**src/rtl/fft_split_pkg.sv**
```systemverilog
package fft_split_pkg;

    localparam int PART_W = 16;
    localparam int WORD_W = 2 * PART_W;
    localparam int WIDE_W = PART_W + 1;

    typedef logic signed [PART_W-1:0] part_t;
    typedef logic signed [WIDE_W-1:0] wide_t;

    // Packed so that the imaginary part sits in the upper half of the word.
    typedef struct packed {
        part_t im;
        part_t re;
    } cplx_t;

    typedef enum logic {
        SLOT_FIRST  = 1'b0,
        SLOT_SECOND = 1'b1
    } slot_e;

    function automatic part_t halve(input wide_t v);
        return v[WIDE_W-1:1];
    endfunction

    function automatic part_t half_add(input part_t a, input part_t b);
        wide_t s;
        s = {a[PART_W-1], a} + {b[PART_W-1], b};
        return halve(s);
    endfunction

    function automatic part_t half_sub(input part_t a, input part_t b);
        wide_t d;
        d = {a[PART_W-1], a} - {b[PART_W-1], b};
        return halve(d);
    endfunction

endpackage

```
**src/rtl/fft_split_pair.sv**
```systemverilog
module fft_split_pair
    import fft_split_pkg::*;
(
    input  logic  clk,
    input  logic  rst,
    input  logic  in_valid,
    input  cplx_t in_word,
    output logic  pair_fire,
    output cplx_t first_q
);

    slot_e slot_q;

    always_ff @(posedge clk) begin
        if (rst) begin
            slot_q  <= SLOT_FIRST;
            first_q <= '0;
        end else if (in_valid) begin
            if (slot_q == SLOT_FIRST) begin
                first_q <= in_word;
                slot_q  <= SLOT_SECOND;
            end else begin
                slot_q  <= SLOT_FIRST;
            end
        end
    end

    assign pair_fire = in_valid && (slot_q == SLOT_SECOND);

    AST_SLOT_HOLD: assert property (@(posedge clk) disable iff (rst)
        !in_valid |=> $stable(slot_q));
    AST_SLOT_STEP: assert property (@(posedge clk) disable iff (rst)
        in_valid |=> (slot_q != $past(slot_q)));

endmodule

```
**src/rtl/fft_split_butterfly.sv**
```systemverilog
module fft_split_butterfly
    import fft_split_pkg::*;
(
    input  cplx_t first_s,
    input  cplx_t second_s,
    output cplx_t bin_a,
    output cplx_t bin_b
);

    always_comb begin
        bin_a.re = half_add(second_s.re, first_s.re);
        bin_a.im = half_sub(first_s.im, second_s.im);
        bin_b.re = half_add(second_s.im, first_s.im);
        bin_b.im = half_sub(second_s.re, first_s.re);
    end

endmodule

```
**src/rtl/fft_split_emit.sv**
```systemverilog
module fft_split_emit
    import fft_split_pkg::*;
(
    input  logic  clk,
    input  logic  rst,
    input  logic  fire,
    input  cplx_t bin_a,
    input  cplx_t bin_b,
    output cplx_t out_q,
    output logic  out_valid
);

    logic  pend_q;
    cplx_t b_hold_q;

    always_ff @(posedge clk) begin
        if (rst) begin
            pend_q    <= 1'b0;
            b_hold_q  <= '0;
            out_q     <= '0;
            out_valid <= 1'b0;
        end else if (fire) begin
            out_q     <= bin_a;
            b_hold_q  <= bin_b;
            pend_q    <= 1'b1;
            out_valid <= 1'b1;
        end else if (pend_q) begin
            out_q     <= b_hold_q;
            pend_q    <= 1'b0;
            out_valid <= 1'b1;
        end else begin
            out_valid <= 1'b0;
        end
    end

    AST_NO_COLLIDE: assert property (@(posedge clk) disable iff (rst)
        fire |-> !pend_q);
    AST_A_THEN_PEND: assert property (@(posedge clk) disable iff (rst)
        fire |=> (out_valid && pend_q));

endmodule

```
**src/rtl/fft_pair_splitter.sv**
```systemverilog
module fft_pair_splitter
    import fft_split_pkg::*;
(
    input  logic              clk,
    input  logic              rst,
    input  logic              in_valid,
    input  logic [WORD_W-1:0] in_word,
    output logic              out_valid,
    output logic [WORD_W-1:0] out_word
);

    cplx_t in_c;
    cplx_t first_c;
    cplx_t bin_a;
    cplx_t bin_b;
    cplx_t out_c;
    logic  fire;

    assign in_c = cplx_t'(in_word);

    fft_split_pair u_pair (
        .clk       (clk),
        .rst       (rst),
        .in_valid  (in_valid),
        .in_word   (in_c),
        .pair_fire (fire),
        .first_q   (first_c)
    );

    fft_split_butterfly u_bfly (
        .first_s  (first_c),
        .second_s (in_c),
        .bin_a    (bin_a),
        .bin_b    (bin_b)
    );

    fft_split_emit u_emit (
        .clk       (clk),
        .rst       (rst),
        .fire      (fire),
        .bin_a     (bin_a),
        .bin_b     (bin_b),
        .out_q     (out_c),
        .out_valid (out_valid)
    );

    assign out_word = out_c;

    AST_B_AFTER_A: assert property (@(posedge clk) disable iff (rst)
        $rose(out_valid) |=> out_valid);
    AST_IDLE_AFTER_RESET: assert property (@(posedge clk) disable iff (rst)
        (!$past(in_valid) && !$past(out_valid)) |-> !out_valid);

endmodule

```
**config.mk**
```make
export PLATFORM = sky130hd
export DESIGN_NAME = fft_pair_splitter
export DESIGN_NICKNAME = d
export VERILOG_FILES = /design/src/rtl/fft_split_pkg.sv /design/src/rtl/fft_split_pair.sv /design/src/rtl/fft_split_butterfly.sv /design/src/rtl/fft_split_emit.sv /design/src/rtl/fft_pair_splitter.sv
export SDC_FILE = /design/constraint.sdc
export NUM_CORES = 1
export LEC_CHECK = 0
export BUFFER_PORTS_ARGS = -buffer_cell sky130_fd_sc_hd__buf_2
export CAP_MARGIN = 20
export CORE_ASPECT_RATIO = 2
export CORE_MARGIN = 2
export CORE_UTILIZATION = 45
export CTS_BUF_LIST = sky130_fd_sc_hd__clkbuf_8
export DETAILED_ROUTE_END_ITERATION = 8
export MAX_ROUTING_LAYER = met4
export PLACE_DENSITY_LB_ADDON = 0.12
export REMOVE_ABC_BUFFERS = 1
export SYNTH_ARGS = -nofsm -noshare
export SYNTH_HDL_FRONTEND = slang
export SYNTH_HIERARCHICAL = 1
export SYNTH_SLANG_ARGS = --single-unit
```
**constraint.sdc**
```tcl
create_clock -name clk -period 2.38 [get_ports clk]
set_clock_uncertainty 0.15 [all_clocks]
set_input_delay 0.238 -clock clk [delete_from_list [all_inputs] [get_ports clk]]
set_output_delay 0.238 -clock clk [all_outputs]
set_load 0.02 [all_outputs]
```
==> impl_results.md <==
* Number of buffers and inverters on the critical path at 2
* Area leader, netlist: dfxtp_1
* Simple-Gate Fraction of Synth Area at 20.6%
* CTS Sinks at 99
* First-pass GRT wire length at 33700 um
* Minimum clock period at 2.49 ns
* Post-Synth XOR/XNOR Area at 5.72%
* Fmax at 402 MHz
* Row count at 67
* Clock buffer depth at 2
* Leak Pwr at 4.24 nW
* EDFF count, synth at 0
* Setup violations, final at 8
* Data arrival, critical path at 2.59 ns
* Outcome: finished with violations
* Io pins at 68
* DR iter-0 viols at 267
* Max stage delay on crit path at 0.43 ns
* Largest net degree at the start of global routing at 48
* Vias at 6810
* Crit path capture type: register
* Clock share of power at 25.5%
* Post-Syn Area at 7650 um2
* Commonest cells after routing, fill and taps aside: 153 x buf_4, 83 x dfxtp_1, 77 x nor2_1
* Clock-pin transition on the worst setup and hold timing paths at 0.10 ns
* Crit path kind: register to register
* Max_slew headroom at 59.0%
* DPL Wire Length at 15800 um
* Core area at 16700 um2
* Top delay family on crit path: compound AO/OA/AOI/OAI gates
* Cells along the critical path: inv_2, ha_4, inv_4, a221oi_4, o41ai_4, a2111oi_4, mux2i_1, nand3_1, nor2b_1, a211oi_1
* Crit path required time at 2.48 ns
* Slew at the pin closest to its max-slew limit at 0.613 ns
* Number of CTS-inserted buffers at 9
* Main synth FF type: dfxtp_1
* Worst hold slack at 0.00448 ns
* Combinational power share at 39.1%
* FF+latch area at 2000 um2
* IO Port Bufs at 67
* Total negative setup slack at -0.393 ns
* Number of fill cells at 1492
* Failing checks: negative setup slack
* Vias per Instance at 5.26
* Yosys cell types at 73
* Die Wd at 96.2 um
* Layout cell share with drive strength beyond 1 at 38.2%
* Sw Ratio at 33.6%
* Final hold vios at 0
* Post-synthesis sequential area ratio at 25.9%
* Starting Density at 45.9%
* Area occupied by multi-input gates at 5700 um2
* Final worst slack at -0.106 ns
* Number of synthesized register bits at 99
* Crit-path max FO at 4
* Die ar. at 18100 um2
* Avg Cell Area, Syn at 8.64 um2
* Vias in the first global route at 6908
* Post-synthesis compound-gate area fraction at 19.5%
* Worst-Skew Late Latency at 0.39 ns
* Synth top area share at 25.9%
* Global Route Usage Sum at 24.3%
* Worst setup SP type: register
* CP max stage cell: a2111oi_4
* Layout Area Growth over Synthesis at 34.6%
* Chip height at 188 um
* Htree depth at 3
* PwrDens at 512 nW/um2
* Largest cells by area after synthesis: dfxtp_1 26%, ha_1 9.8%, mux2i_1 9.2%
* RSZ-0062 raised after global routing: yes
* Ys async rst share at 0%
* Largest family of logic cells by synthesized area: simple AND/OR/NAND/NOR gates
* Post-DRT Antenna Nets at 0
* Remaining DRCs at 0
* Drt pass-1 iters at 4
* CTS tree: done
* Initial antenna violation count at 0
* Int Power at 3.50 mW
* Worst hold path type: primary input to register
* Global route total overflow at 0
* CTS root buffer: clkbuf_8
* Diodes inserted at 0
* Routability cong. at 0.903
* Max-slew violations at 0
* Commonest non-fill, non-tap cell in the layout: buf_4
* Synthesized-area fraction occupied by adder cells at 10.9%
* Number of nets in the layout at 1181
* Layout Utilization at 61.7%
* Maximum vdd drop at 0.243 mV
* Cells after Synth at 886
* Switch Pwr at 1.77 mW
* Wire per inst at 16.1 um
* Mux cell area share after synthesis at 9.30%
* Final period util at 104%
* Max_cap viols at 0
* WL final at 20900 um
* Yosys warnings at 6
* Seq pwr share at 35.4%
[worst register-to-register path, delay by kind of cell, from the launching register on]
kind            cells  cell delay [ns]
simple gates        2             0.24
compound gates      4             1.01
flops               1             0.35
buf+inv             2             0.08
mux                 1             0.23
fa+ha+maj           1             0.29
[area by class of cell]
class | instances | share of cell area, %
sequential | 99 | 19.5
inverter | 63 | 2.32
multi-input combinational | 658 | 55.3
tap | 207 | 2.51
clock inverter | 3 | 0.656
timing repair buffer | 251 | 18.0
clock buffer | 13 | 1.74
[routing by layer]
layer / GRT usage (%) / up-vias / share of wire [%]
li1: - / 3500 / -
met1: 26.3 / 3161 / 39
met2: 43.9 / 105 / 55
met3: 1.88 / 44 / 1.8
met4: 10.7 / 0 / 3.9
met5: - / - / 0
[logic make-up (layout without fill, tap and decap cells)]
group,after synthesis,after routing
adder cells (fa/ha/maj),64,64
AND/OR/NAND/NOR,268,268
flip-flops,99,99
multiplexers,71,71
AO/OA/AOI/OAI,205,205
buffers and inverters,129,330
XOR/XNOR,50,50
[flip-flops by register name, indices dropped and copies added (netlist names)]
register and flops:
u_emit/b_hold_q 32, u_emit/out_q 32, u_pair/first_q 32, u_emit/out_valid 1
u_emit/pend_q 1, u_pair/slot_q 1
[Yosys cell counts (all sizes together), types with 7 or more instances]
| cell type | instances |
|---|---|
| mux2i | 70 |
| nand2 | 18 |
| a21oi | 48 |
| xnor2 | 34 |
| nor2b | 42 |
| nand2b | 42 |
| o21ai | 59 |
| nand3 | 8 |
| nand4bb | 32 |
| clkbuf | 28 |
| nor2 | 83 |
| nor3 | 17 |
| buf | 38 |
| ha | 60 |
| xor2 | 16 |
| a31oi | 7 |
| inv | 63 |
| dfxtp | 99 |
| a211oi | 38 |
[metrics by stage]
| stage | area [um2] | power, mW | std cells | setup WS, ns |
|---|---|---|---|---|
| after floorplan | 7270 | 2.95 | 820 | -0.988 |
| after global placement | 9110 | 3.67 | 1254 | -0.315 |
| after detailed placement | 9110 | 3.68 | 1254 | -0.322 |
| after CTS | 9960 | 5.19 | 1291 | -0.126 |
| after global routing | 10300 | 5.55 | 1294 | -0.179 |
| final | 10300 | 5.27 | 1294 | -0.106 |
[power by group through the flow]
stage	Combinational (mW)	Sequential (mW)	Clock, mW
after global routing	2.25	1.88	1.42
after global placement	1.77	1.90	0
after CTS	1.95	1.87	1.38
after detailed placement	1.78	1.90	0
after floorplan	1.01	1.94	0
final	2.06	1.87	1.34
[final timing paths]
kind | startpoint | end | slack [ns] | depth (start not counted)
max | u_pair/first_q[5]$_SDFFE_PP0P_ | u_emit/out_q[11]$_SDFFE_PP0P_ | -0.11 | 10
min | in_word[14] | u_pair/first_q[14]$_SDFFE_PP0P_ | 0.004 | 3
max reg2reg | u_pair/first_q[5]$_SDFFE_PP0P_ | u_emit/out_q[11]$_SDFFE_PP0P_ | -0.11 | 10
min reg2reg | u_pair/first_q[27]$_SDFFE_PP0P_ | u_pair/first_q[27]$_SDFFE_PP0P_ | 0.35 | 2
[repair_timing]
item                       CTS  global route
pin swaps                   46            60
hold endpoints to repair    12             0
setup endpoints to repair   29            35
setup buffers               10             6
resized for setup           91            72
hold buffers                12             0
Power figures use the tool's default switching activity.
